[src/rtl/pbo_pkg.sv]
package pbo_pkg;

   // Measurement controller states of the phase meter
   typedef enum logic [1:0] {
      MS_IDLE  = 2'd0,   // waiting for the correction enable
      MS_ARMED = 2'd1,   // enabled, waiting for the first reference edge
      MS_MEAS  = 2'd2,   // counting ticks towards a feedback edge
      MS_HOLD  = 2'd3    // result loaded or cleared, waits for enable low
   } meter_state_t;

   // Timestamp width needed for a given delay width: one bit for the
   // extra pipeline tick and one sign bit for wrap-safe comparison.
   function automatic int stamp_width(input int dly_w);
      return dly_w + 2;
   endfunction

endpackage

[src/rtl/pbo_stamp_timer.sv]
module pbo_stamp_timer #(
   parameter int TS_W = 14
) (
   input  logic            clk,
   input  logic            rst_n,
   output logic [TS_W-1:0] now
);

   if (TS_W < 3) begin : g_bad_width
      $error("pbo_stamp_timer: TS_W must be at least 3");
   end

   // Free-running tick counter; wraps silently, comparisons are modular
   always_ff @(posedge clk or negedge rst_n) begin
      if (!rst_n) begin
         now <= '0;
      end else begin
         now <= now + TS_W'(1);
      end
   end

endmodule

[src/rtl/pbo_edge_queue.sv]
module pbo_edge_queue #(
   parameter int TS_W  = 14,
   parameter int DEPTH = 4
) (
   input  logic                         clk,
   input  logic                         rst_n,
   input  logic [TS_W-1:0]              now,
   input  logic                         push,
   input  logic [TS_W-1:0]              push_due,
   output logic                         fire,
   output logic [$clog2(DEPTH+1)-1:0]   level
);

   localparam int PW = (DEPTH > 1) ? $clog2(DEPTH) : 1;
   localparam int CW = $clog2(DEPTH + 1);

   if (DEPTH < 1) begin : g_bad_depth
      $error("pbo_edge_queue: DEPTH must be at least 1");
   end
   if ((DEPTH & (DEPTH - 1)) != 0) begin : g_bad_pow2
      $error("pbo_edge_queue: DEPTH must be a power of two");
   end

   logic [TS_W-1:0] slot_due [DEPTH];
   logic [PW-1:0]   rd_ptr;
   logic [PW-1:0]   wr_ptr;
   logic [CW-1:0]   cnt;
   logic [TS_W-1:0] head_due;
   logic [TS_W-1:0] lag;
   logic            head_ready;
   logic            pop;
   logic            accept;
   logic            is_full;

   assign head_due   = slot_due[rd_ptr];
   assign lag        = now - head_due;
   // The head is due when the signed lag is not negative
   assign head_ready = (cnt != '0) && !lag[TS_W-1];
   assign pop        = head_ready;
   assign is_full    = (cnt == CW'(DEPTH));
   assign accept     = push && (!is_full || pop);

   // Storage: one register per slot
   for (genvar i = 0; i < DEPTH; i++) begin : g_slot
      logic [TS_W-1:0] due_r;
      always_ff @(posedge clk or negedge rst_n) begin
         if (!rst_n) begin
            due_r <= '0;
         end else if (accept && (wr_ptr == PW'(i))) begin
            due_r <= push_due;
         end
      end
      assign slot_due[i] = due_r;
   end

   // Pointer handling: a single slot needs no pointers at all
   if (DEPTH == 1) begin : g_single
      assign rd_ptr = '0;
      assign wr_ptr = '0;
   end else begin : g_ring
      logic [PW-1:0] rd_r;
      logic [PW-1:0] wr_r;
      always_ff @(posedge clk or negedge rst_n) begin
         if (!rst_n) begin
            rd_r <= '0;
            wr_r <= '0;
         end else begin
            if (pop) begin
               rd_r <= rd_r + PW'(1);
            end
            if (accept) begin
               wr_r <= wr_r + PW'(1);
            end
         end
      end
      assign rd_ptr = rd_r;
      assign wr_ptr = wr_r;
   end

   // Occupancy and registered output strobe
   always_ff @(posedge clk or negedge rst_n) begin
      if (!rst_n) begin
         cnt  <= '0;
         fire <= 1'b0;
      end else begin
         fire <= pop;
         case ({accept, pop})
            2'b10:   cnt <= cnt + CW'(1);
            2'b01:   cnt <= cnt - CW'(1);
            default: cnt <= cnt;
         endcase
      end
   end

   assign level = cnt;

   AST_NO_OVERFLOW: assert property (@(posedge clk) disable iff (!rst_n)
      cnt <= CW'(DEPTH));

   AST_FULL_DROP: assert property (@(posedge clk) disable iff (!rst_n)
      (push && is_full && !head_ready) |=> (cnt == CW'(DEPTH)));

   AST_EMPTY_QUIET: assert property (@(posedge clk) disable iff (!rst_n)
      (cnt == '0) |=> !fire);

endmodule

[src/rtl/pbo_phase_meter.sv]
module pbo_phase_meter #(
   parameter int DLY_W = 12
) (
   input  logic             clk,
   input  logic             rst_n,
   input  logic             clr_n,
   input  logic             corr_en,
   input  logic             ref_edge,
   input  logic             fb_edge,
   output logic [DLY_W-1:0] delay_q
);

   import pbo_pkg::*;

   localparam logic [DLY_W-1:0] CNT_MAX = {DLY_W{1'b1}};

   if (DLY_W < 2) begin : g_bad_width
      $error("pbo_phase_meter: DLY_W must be at least 2");
   end

   meter_state_t     st, st_n;
   logic [DLY_W-1:0] cnt, cnt_n;
   logic [DLY_W-1:0] dly_n;
   logic [DLY_W-1:0] elapsed;
   logic             counting;

   function automatic logic [DLY_W-1:0] sat_inc(input logic [DLY_W-1:0] v);
      return (v == CNT_MAX) ? CNT_MAX : v + DLY_W'(1);
   endfunction

   // Ticks since the latest reference edge, including this cycle
   assign elapsed  = ref_edge ? '0 : sat_inc(cnt);
   assign counting = (st == MS_MEAS) || ((st == MS_ARMED) && ref_edge);

   always_comb begin
      st_n  = st;
      cnt_n = cnt;
      dly_n = delay_q;
      if (!clr_n) begin
         dly_n = '0;
         st_n  = MS_HOLD;
      end else begin
         case (st)
            MS_IDLE: begin
               if (corr_en) begin
                  st_n = MS_ARMED;
               end
            end
            MS_ARMED, MS_MEAS: begin
               if (!corr_en) begin
                  st_n = MS_IDLE;
               end else if (counting) begin
                  if (fb_edge) begin
                     dly_n = elapsed;
                     st_n  = MS_HOLD;
                  end else begin
                     cnt_n = elapsed;
                     st_n  = MS_MEAS;
                  end
               end
            end
            MS_HOLD: begin
               if (!corr_en) begin
                  st_n = MS_IDLE;
               end
            end
            default: st_n = MS_IDLE;
         endcase
      end
   end

   always_ff @(posedge clk or negedge rst_n) begin
      if (!rst_n) begin
         st      <= MS_IDLE;
         cnt     <= '0;
         delay_q <= '0;
      end else begin
         st      <= st_n;
         cnt     <= cnt_n;
         delay_q <= dly_n;
      end
   end

   AST_CLR_ZERO: assert property (@(posedge clk) disable iff (!rst_n)
      !clr_n |=> (delay_q == '0));

   AST_LOAD_ONLY_ON_FB: assert property (@(posedge clk) disable iff (!rst_n)
      (clr_n && !fb_edge) |=> $stable(delay_q));

   AST_DISABLED_FROZEN: assert property (@(posedge clk) disable iff (!rst_n)
      (clr_n && !corr_en) |=> $stable(delay_q));

   AST_HOLD_NO_REARM: assert property (@(posedge clk) disable iff (!rst_n)
      ((st == MS_HOLD) && corr_en) |=> (st != MS_MEAS));

endmodule

[src/rtl/pbo_tie_corrector.sv]
module pbo_tie_corrector #(
   parameter int DLY_W  = 12,
   parameter int QDEPTH = 4
) (
   input  logic             clk,
   input  logic             rst_n,
   input  logic             clr_n,
   input  logic             corr_en,
   input  logic             ref_edge,
   input  logic             fb_edge,
   output logic             vref_edge,
   output logic [DLY_W-1:0] delay_val
);

   localparam int TS_W = pbo_pkg::stamp_width(DLY_W);
   localparam int LW   = $clog2(QDEPTH + 1);

   if (QDEPTH < 2) begin : g_shallow
      $error("pbo_tie_corrector: QDEPTH must be at least 2 to hold an edge in flight while the next one arrives");
   end

   logic [TS_W-1:0]  now;
   logic [TS_W-1:0]  due;
   logic [DLY_W-1:0] dly;
   logic [LW-1:0]    level;

   pbo_stamp_timer #(.TS_W(TS_W)) u_timer (
      .clk   (clk),
      .rst_n (rst_n),
      .now   (now)
   );

   pbo_phase_meter #(.DLY_W(DLY_W)) u_meter (
      .clk      (clk),
      .rst_n    (rst_n),
      .clr_n    (clr_n),
      .corr_en  (corr_en),
      .ref_edge (ref_edge),
      .fb_edge  (fb_edge),
      .delay_q  (dly)
   );

   // Due stamp: one tick through the queue plus the programmed delay
   assign due = now + TS_W'(dly) + TS_W'(1);

   pbo_edge_queue #(.TS_W(TS_W), .DEPTH(QDEPTH)) u_queue (
      .clk      (clk),
      .rst_n    (rst_n),
      .now      (now),
      .push     (ref_edge),
      .push_due (due),
      .fire     (vref_edge),
      .level    (level)
   );

   assign delay_val = dly;

   AST_RESET_QUIET: assert property (@(posedge clk) disable iff (!rst_n)
      $rose(rst_n) |-> (level == '0));

endmodule

[config.mk]
export PLATFORM = sky130hd
export DESIGN_NAME = pbo_tie_corrector
export DESIGN_NICKNAME = d
export VERILOG_FILES = /design/src/rtl/pbo_pkg.sv /design/src/rtl/pbo_stamp_timer.sv /design/src/rtl/pbo_edge_queue.sv /design/src/rtl/pbo_phase_meter.sv /design/src/rtl/pbo_tie_corrector.sv
export SDC_FILE = /design/constraint.sdc
export NUM_CORES = 1
export LEC_CHECK = 0
export BUFFER_PORTS_ARGS = -buffer_cell sky130_fd_sc_hd__buf_2
export CAP_MARGIN = 20
export CORE_MARGIN = 5
export CORE_UTILIZATION = 35
export CTS_CLUSTER_DIAMETER = 200
export DETAILED_ROUTE_END_ITERATION = 12
export GPL_TIMING_DRIVEN = 0
export PLACE_DENSITY = 0.54
export SLEW_MARGIN = 0
export SYNTH_ARGS = -nofsm -noshare
export SYNTH_HDL_FRONTEND = slang
export SYNTH_SLANG_ARGS = --single-unit
[constraint.sdc]
create_clock -name clk -period 5.31 [get_ports clk]
set_clock_uncertainty 0.05 [all_clocks]
set_input_delay 0.531 -clock clk [delete_from_list [all_inputs] [get_ports clk]]
set_output_delay 0.531 -clock clk [all_outputs]
set_load 0.005 [all_outputs]
# Word-level counts from Yosys, hierarchy flattened
# Index checks and enable logic that the tools add are counted.
# totals
wordCells	78
latch_bits	0
n_memories	0
romBits	0
reg_bits	104
ramBits	0
in_bits	6
# classes
div	0
addsub	9
n_reduce_logical	19
bitwise	2
muxes	18
eq_ne	17
mul	0
order_cmp	1
shift	0
# op_table
cell	n
12-bit two-way mux	7
14-bit by 1-bit adder with 14-bit output (second input constant)	2
14-bit binary-select mux with 2-bit select	1
14-bit two-way mux	2
14-bit by 12-bit adder with 14-bit output	1
14-bit subtractor	1
12-bit by 1-bit adder with 12-bit output (second input constant)	1
12-bit equality test (second input constant)	1
2-bit equality test (second input constant)	5
2-bit two-way mux	5
2-bit by 1-bit inequality test with 1-bit output (second input constant)	4
1-bit logical AND	7
2-bit by 1-bit equality test with 1-bit output (second input constant)	3
3-bit inequality test (second input constant)	2
2-bit case mux with 3 select lines	1
3-bit case mux with 2 select lines	1
5-bit AND reduction	1
2-bit by 1-bit adder with 2-bit output (second input constant)	2
2-bit zero test	2
4-bit by 3-bit inequality test with 1-bit output (second input constant)	1
4-bit AND reduction	1
3-bit by 1-bit adder with 3-bit output (second input constant)	1
3-bit equality test (second input constant)	1
3-bit >= comparator (second input constant)	1
10 further kinds	12

# Longest topological paths before layout
# Gate-level depths: netlist (run 1).
# logic_depth
ltp_word	11
mapped_depth	18

# Modules after synthesis
# Synthesis (run 1) repeated with hierarchy kept, for this count alone.
# hier_totals
cells_unflattened	548
hier_area_um2	6092.1
# by_module_without_submodules
module	cells_per_inst	seq_area_each_um2	area_per_inst_um2	instances
pbo_edge_queue	242	1601.5	3281.9	1
pbo_phase_meter	158	650.6	1529.0	1
pbo_tie_corrector	98	0.0	684.4	1
pbo_stamp_timer	50	350.3	596.8	1

# Worst setup path before layout (run 1)
# OpenSTA, ideal clock, no wires.
# synth_timing
path_kind	register -> register
startpoint	reg u_queue.g_ring.rd_r[0]
endpoint	reg u_queue.cnt[1] (netlist: u_queue.level[1])
stages_incl_launch_ff	18
t_required_ps	5156
slack_ps	1478
n_path_buf	3
arrival_time_ps	3678
path_cell_list	dfrtp_1 > buf_6 > clkbuf_1 > mux4_2 > inv_1 > ha_1 > a21oi_1 > o21ai_0 > o211ai_1 > o211ai_2 > xor2_2 > buf_6 > nor2_1 > nand2_1 > fa_1 > nor2_1 > nor2_1 > a221oi_1
# synth_via
elab_chain_len	11
elab_cells_between_ends	13
classes_between	1 x add/sub; 2 x eq/ne; 4 x mux; 1 x bitwise; 5 x reduce/logical
# synth_rtl
element	line	source
from (decl)	pbo_edge_queue.sv:61	logic [PW-1:0] rd_r;
from (signal assigned)	pbo_edge_queue.sv:69	rd_r <= rd_r + PW'(1);
2-bit NOT with 3-bit output (not written as such) *	pbo_edge_queue.sv:35	assign head_due = slot_due[rd_ptr];
14-bit binary-select mux with 2-bit select *	pbo_edge_queue.sv:35	
14-bit two-way mux (not written as such) * (2 in series)	pbo_edge_queue.sv:35	
14-bit subtractor *	pbo_edge_queue.sv:36	assign lag = now - head_due;
1-bit zero test *	pbo_edge_queue.sv:38	assign head_ready = (cnt != '0) && !lag[TS_W-1];
1-bit logical AND *	pbo_edge_queue.sv:38	
net u_queue.head_ready	pbo_edge_queue.sv:30	logic head_ready;
1-bit logical OR	pbo_edge_queue.sv:41	assign accept = push && (!is_full || pop);
1-bit logical AND	pbo_edge_queue.sv:41	
2-bit by 1-bit equality test with 1-bit output / 2-bit equality test (equally long branches)	pbo_edge_queue.sv:87	case ({accept, pop})
3-bit case mux with 2 select lines / 2-bit nonzero test (equally long branches)	--	
to (signal assigned)	pbo_edge_queue.sv:88	2'b10: cnt <= cnt + CW'(1);
to (signal assigned)	pbo_edge_queue.sv:89	2'b01: cnt <= cnt - CW'(1);
to (signal assigned)	pbo_edge_queue.sv:90	default: cnt <= cnt;
to (decl)	pbo_edge_queue.sv:27	logic [CW-1:0] cnt;
# The timed path passes the listed nets; every way through them passes the cells marked *. The select of a mux whose other input is x is not followed.
# A chain may end at the register's enable or synchronous reset.

# Worst setup path after layout (run 1)
# Same ends and word-level chain as after synthesis.

==> reports/metrics.csv, run 1 <==
metric,value,unit
synth_area,5850,um^2
worst_slew_pin_slew,0.884,ns
syn_area_per_cell,11.8,um^2
gr-usage-met1,0.191,
nFillCells,1617,
required,5.50,ns
start_util,0.355,
switching_share,0.340,
internal_power,1.82,mW
drv_cap,0,
r2r_end,u_queue.level[1],
rsz0062_at_grt,false,
powerDensity,420,nW/um^2
cts_resized,0,
dieArea,19400,um^2
cts.sinks,104,
async_flop_share,1.00,
dp_cells,734,
drt_iter0_drc,181,
placed_area,6240,um^2
fin_cells,750,
clock_latency,0.36,ns
ys_ff_latch,104,
syn_inst,495,
path_clk_slew,0.07,ns
routedWlPerCell,17.5,um
r2r_start,u_queue.g_ring.rd_r[0],
ys_seq_area_frac,0.445,
synth_cell_types,52,
final_area,6570,um^2
drive_gt1_frac,0.215,
clock_power_share,0.268,
remaining_drc_errors,0,
cts_buffers,9,
crit_path_end_kind,flop,
core,16500,um^2
timing.fmax,217,MHz
syn-num-nets,537,
post_cts_buffers,0,
wirelength,13.1,mm
synth_edf_count,0,
die_h,139,um
p_seq_frac,0.369,
ir_drop,0.235,mV
finalMaxSlewViolations,0,
setup_viol,0,
antenna_found_initial,0,
cellLeakagePower,3.14,nW
dp_hpwl,9.63,mm
ios,19,
grt_max_degree,55,
cts_tree,yes,
p_switching,938,uW
use_met3,0.0329,
worstHoldPathType,in -> async,
antennaDiodeCount,0,
cp-start-kind,flop,
grt_pass1_vias,3965,
r2r_cells,17,
hold_viol_final,0,
routed_via_density,5.11,
cts-root-buf,clkbuf_16,
postCtsHoldBufs,0,
synth_area_leaders,"dfrtp_1 44%, ha_1 7.3%, mux2_2 7.1%",
clock_path_buffers,2,
use_met2,0.228,
fin_tns_setup,0,ns
syn_to_final_growth,12.4,%
yosysTopAreaCellShare,0.445,
cts_htree_levels,3,
r2r_slack,0.71,ns
grt_overflow,0,
crit_type,reg -> reg,
synth_flop_cell,dfrtp_1,
cp_max_fo,10,
die_w,139,um
port-buffer-count,18,
vias,3835,
layout_min_cycle_time,4.60,ns
crit_start,u_queue.g_ring.rd_r[0],
relSlewSlack,0.411,
drtPass1Iterations,4,
place_congestion,0.821,
nets,567,
grt_pass1_wl,21.6,mm
comb_power_share,0.363,
synth.most_common_cell,dfrtp_1,
min_period_over_period,0.867,
yosys-top-cells-count,"104 x dfrtp_1, 37 x mux2_2, 34 x ha_1, 30 x inv_1, 30 x nand2_1",
status,completed,
grt.busiest_layer,met2,
yosys.area.top_type,dfrtp_1,
grt_util_all_layers,0.141,
rows,47,
yosys_warnings,0,
cp.arrival,4.79,ns
ant_nets,0,
## power groups by stage
stage,sequential [mW],combinational [mW],clock (mW)
detailed placement,1.03,1.01,0
finish,1.02,1.00,0.739
floorplan,1.00,0.780,0
global placement,1.03,0.977,0
global route,1.03,1.11,0.787
CTS,1.02,1.02,0.760
## kinds of logic after synthesis
kind of cell	count (synthesis)	share of synthesized area
fa+ha+maj	36	0.0796
compound gates	92	0.108
flops	104	0.445
mux	78	0.188
buf+inv	45	0.0355
simple gates	103	0.0871
xor+xnor	37	0.0567
## flip-flops by register name, summed over array words and instances, names as in the netlist
signal,cells
u_meter.cnt,12
u_meter.st,2
u_meter.delay_q,12
u_queue.g_ring.rd_r,2
u_queue.fire,1
u_timer.now,14
u_queue.g_ring.wr_r,2
u_queue.level,3
u_queue.g_slot.due_r,56
## per-layer routing
| layer | wire length (um) | vias to the layer above |
|---|---|---|
| li1 | - | 1843 |
| met1 | 6080 | 1920 |
| met2 | 6330 | 56 |
| met3 | 520 | 16 |
| met4 | 212 | 0 |
| met5 | 0 | - |
## cell type report
cell class,instances,area (um^2),area share
flip-flops and latches,104,2600,0.396
plain buffers,15,95.1,0.0145
clock inverters,7,103,0.0156
well taps,220,275,0.0419
repair buffers,19,120,0.0183
multi-input cells,346,3040,0.462
clock buffers,9,225,0.0343
inverters,30,113,0.0171
## layout by cell type, fill, tap and decap left out, drive strengths merged, types with 3 or more instances in the layout
cell type / Yosys / final
mux2: 55 / 55
and3: 14 / 14
nor3: 4 / 4
nand4: 4 / 4
nand2: 30 / 30
nand3b: 3 / 3
ha: 34 / 34
mux2i: 9 / 9
xor2: 17 / 17
dfrtp: 104 / 104
inv: 30 / 32
xnor2: 20 / 20
nand2b: 3 / 3
mux4: 14 / 14
a21o: 6 / 6
buf: 8 / 27
a21oi: 25 / 25
nor2: 19 / 19
o211ai: 8 / 8
o21ai: 19 / 19
a31oi: 6 / 6
nor2b: 5 / 5
clkbuf: 7 / 16
a22o: 12 / 12
nand3: 16 / 16
## worst max-delay path, cell delays in order (launching register included)
cell and delay [ns]:
dfrtp_1 0.35, buf_6 0.16, clkbuf_1 0.68, mux4_2 0.60, inv_1 0.09, ha_1 0.24, a21oi_1 0.13, o21ai_0 0.13
o211ai_1 0.22, o211ai_2 0.13, xor2_2 0.21, buf_6 0.19, nor2_1 0.28, nand2_1 0.13, fa_1 0.48, nor2_1 0.13
nor2_1 0.05, a221oi_1 0.24
## stage by stage
step / setup slack, ns / hold WS (ns) / utilization / power (mW)
2_1_floorplan: 1.48 / 0.185 / - / 1.78
4_1_cts: 0.640 / 0.175 / 0.399 / 2.79
6_report: 0.708 / 0.163 / 0.399 / 2.76
3_3_place_gp: 0.736 / 0.431 / 0.377 / 2.00
3_5_place_dp: 0.676 / 0.436 / 0.379 / 2.04
5_1_grt: 0.328 / 0.218 / 0.399 / 2.93
## how the worst max path moves through the flow
stage	endpoint	slack (ns)
3_3_place_gp	u_queue.level[1]	0.74
2_1_floorplan	u_queue.level[1]	1.48
5_1_grt	u_queue.level[1]	0.33
3_5_place_dp	u_queue.level[1]	0.68
4_1_cts	u_queue.level[1]	0.64
6_report	u_queue.level[1]	0.71
No activity file was read; power rests on OpenSTA's default activity.
==> run 2: changes to the inputs <==
--- a/config.mk
+++ b/config.mk
@@ -5,15 +5,16 @@
 export SDC_FILE = /design/constraint.sdc
 export NUM_CORES = 1
 export LEC_CHECK = 0
-export BUFFER_PORTS_ARGS = -buffer_cell sky130_fd_sc_hd__buf_2
 export CAP_MARGIN = 20
 export CORE_MARGIN = 5
 export CORE_UTILIZATION = 35
 export CTS_CLUSTER_DIAMETER = 200
 export DETAILED_ROUTE_END_ITERATION = 12
+export DONT_BUFFER_PORTS = 1
 export GPL_TIMING_DRIVEN = 0
-export PLACE_DENSITY = 0.54
+export PLACE_DENSITY = 0.53
 export SLEW_MARGIN = 0
 export SYNTH_ARGS = -nofsm -noshare
 export SYNTH_HDL_FRONTEND = slang
+export SYNTH_HIERARCHICAL = 1
 export SYNTH_SLANG_ARGS = --single-unit
==> run 2 against run 1 <==
Die area up 3.8%. First-iteration DRC count up 27%. Non-clock buffer count down 8. Maximum frequency down 3.2%. Cell count up 5.3%. Synthesized cell count up 11%. Area after synthesis up 4.1%. Total power down 6.2%. Hold slack worse by 0.13 ns. Design area up 2.0%. Largest cell class unchanged. Largest power group unchanged.
==> reports/metrics.csv, run 2 <==
metric,value,unit
synth_area,6090,um^2
nets,602,
cts-root-buf,clkbuf_16,
syn_inst,548,
crit_path_end_kind,flop,
layout_min_cycle_time,4.75,ns
drt_iter0_drc,230,
vias,4167,
yosysTopAreaCellShare,0.427,
dieArea,20100,um^2
switching_share,0.329,
ir_drop,0.175,mV
rsz0062_at_grt,false,
top_regs,"u_queue/g_slot.due_r (56), u_timer/now (14)",
place_congestion,0.862,
cellLeakagePower,3.04,nW
finalMaxSlewViolations,0,
p_switching,850,uW
yosys_warnings,6,
relSlewSlack,0.398,
powerDensity,386,nW/um^2
routed_via_density,5.27,
r2r_start,u_queue/g_ring.rd_r[0],
synth_cell_types,70,
port-buffer-count,0,
ios,19,
nFillCells,1730,
internal_power,1.74,mW
holdWs,0.0372,ns
syn_area_per_cell,11.1,um^2
min_period_over_period,0.895,
routedWlPerCell,17.3,um
syn_to_final_growth,10.0,%
drv_cap,0,
die_w,142,um
cts_buffers,9,
grt_max_degree,105,
synth_flop_cell,dfrtp_1,
layout_commonest_cell,dfrtp_1,
timing.fmax,210,MHz
remaining_drc_errors,0,
drtPass1Iterations,4,
grt_pass1_wl,23.1,mm
cts_htree_levels,3,
yosys.area.top_type,dfrtp_1,
dp_hpwl,10.1,mm
cp.arrival,4.95,ns
syn-num-nets,590,
crit_start,u_queue/g_ring.rd_r[0],
fin_tns_setup,0,ns
required,5.50,ns
rows,48,
drive_gt1_frac,0.136,
top_register,u_queue/g_slot.due_r,
status,completed,
grt_util_all_layers,0.145,
grt_pass1_vias,4345,
cp-start-kind,flop,
antenna_found_initial,0,
comb_power_share,0.347,
die_h,142,um
final_cell_mix,"104 x dfrtp_1, 46 x mux2_1, 34 x nand2_1, 34 x a21oi_1, 34 x ha_1",
cts.sinks,104,
synth.most_common_cell,dfrtp_1,
cts_tree,yes,
async_flop_share,1.00,
worstHoldPathType,in -> async,
clock_path_buffers,2,
setup_viol,0,
yosys-top-cells-count,"104 x dfrtp_1, 46 x mux2_1, 34 x a21oi_1, 34 x ha_1, 34 x nand2_1",
ant_nets,0,
core,17200,um^2
ys_ff_latch,104,
clock_power_share,0.261,
ys_seq_area_frac,0.427,
antennaDiodeCount,0,
wirelength,13.7,mm
grt_overflow,0,
synth_edf_count,0,
start_util,0.355,
cp_max_fo,10,
hold_viol_final,0,
largest_reg_flops,56,
worst_slew_pin_slew,0.904,ns
clock_latency,0.35,ns
synth_area_leaders,"dfrtp_1 43%, mux2_1 8.5%, ha_1 7.0%",
crit_type,reg -> reg,
path_clk_slew,0.07,ns
p_seq_frac,0.392,
## run 2: changes by cell type in the layout (fill, tap and decap cells not counted), sizes merged, moves of 6 or more
cell / previous run / this run
o211ai: 8 / 1
a22o: 12 / 3
nor3: 4 / 10
nand4: 4 / 12
o21ai: 19 / 13
and3: 14 / 5
xnor2: 20 / 14
a21oi: 25 / 37
buf: 27 / 19
nor2: 19 / 28
or3: 0 / 6
## run 2: power by group through the flow
| stage | clock [mW] | sequential, mW | combinational, mW |
|---|---|---|---|
| detailed placement | 0 | 1.03 | 0.888 |
| finish | 0.675 | 1.02 | 0.897 |
| global route | 0.736 | 1.03 | 1.00 |
| global placement | 0 | 1.02 | 0.856 |
| CTS | 0.701 | 1.01 | 0.911 |
| floorplan | 0 | 1.01 | 0.707 |
## run 2: routing by layer
layer / wire length [um] / vias to the layer above / GRT usage
li1: - / 2028 / -
met1: 6440 / 2043 / 0.200
met2: 6410 / 85 / 0.229
met3: 673 / 11 / 0.0360
met4: 156 / 0 / 0.0359
met5: 0 / - / 0
## run 2: logic make-up after synthesis
logic type / after synthesis / share of synthesized area
buffers and inverters: 55 / 0.0440
AOI/OAI and AO/OA: 110 / 0.122
adders and majority gates: 36 / 0.0764
and+or+nand+nor: 135 / 0.118
DFF: 104 / 0.427
xor gates and xnor gates: 27 / 0.0401
muxes: 81 / 0.172
## run 2: area by class of cell
cell class                 count  area, um^2  area share
tap                          225         282      0.0420
buffer                        25         155      0.0231
clock buffer                  14         264      0.0394
sequential                   104        2600       0.388
timing repair buffer           1        27.5     0.00411
inverter                      30         113      0.0168
multi-input combinational    389        3220       0.481
clock inverter                 2        37.5     0.00560
## run 2: worst max-delay path, stage by stage (launching register included)
cell      delay [ns]
dfrtp_1         0.32
buf_2           0.26
buf_1           0.72
mux4_2          0.60
inv_1           0.10
ha_1            0.17
nand4_1         0.22
nor4_1          0.34
o311ai_1        0.14
nand3b_1        0.13
xor2_1          0.15
buf_6           0.19
or3_1           0.37
fa_1            0.47
nor2_1          0.16
nor2_1          0.05
a221oi_1        0.22
## run 2: final timing paths
path | endpoint | slack, ns | depth (start not counted)
max in group asynchronous | u_meter/st[1] | 4.71 | 1
max reg2reg | u_queue/level[1] | 0.56 | 16
max | u_queue/level[1] | 0.56 | 16
min reg2reg | u_queue/g_slot[2].due_r[4] | 0.43 | 1
min in group clk | u_meter/cnt[7] | 0.33 | 2
min | u_meter/cnt[11] | 0.04 | 1
## run 2: stage by stage
| step | cells | total power [mW] | cell area [um^2] | setup slack, ns | utilization |
|---|---|---|---|---|---|
| global route | 790 | 2.77 | 6700 | 0.187 | 0.390 |
| finish | 790 | 2.59 | 6700 | 0.557 | 0.390 |
| detailed placement | 773 | 1.92 | 6370 | 0.507 | 0.371 |
| CTS | 790 | 2.63 | 6700 | 0.466 | 0.390 |
| global placement | 773 | 1.88 | 6370 | 0.559 | 0.371 |
| floorplan | 548 | 1.71 | 6090 | 1.37 | - |
## run 2: timing repair
item / 4_1_cts / 5_1_grt
gates resized for setup: 0 / 0
hold buffers: 1 / 0
buffers inserted: 0 / 0
endpoints found under the setup margin: 0 / 0
hold endpoints to repair: 104 / 0
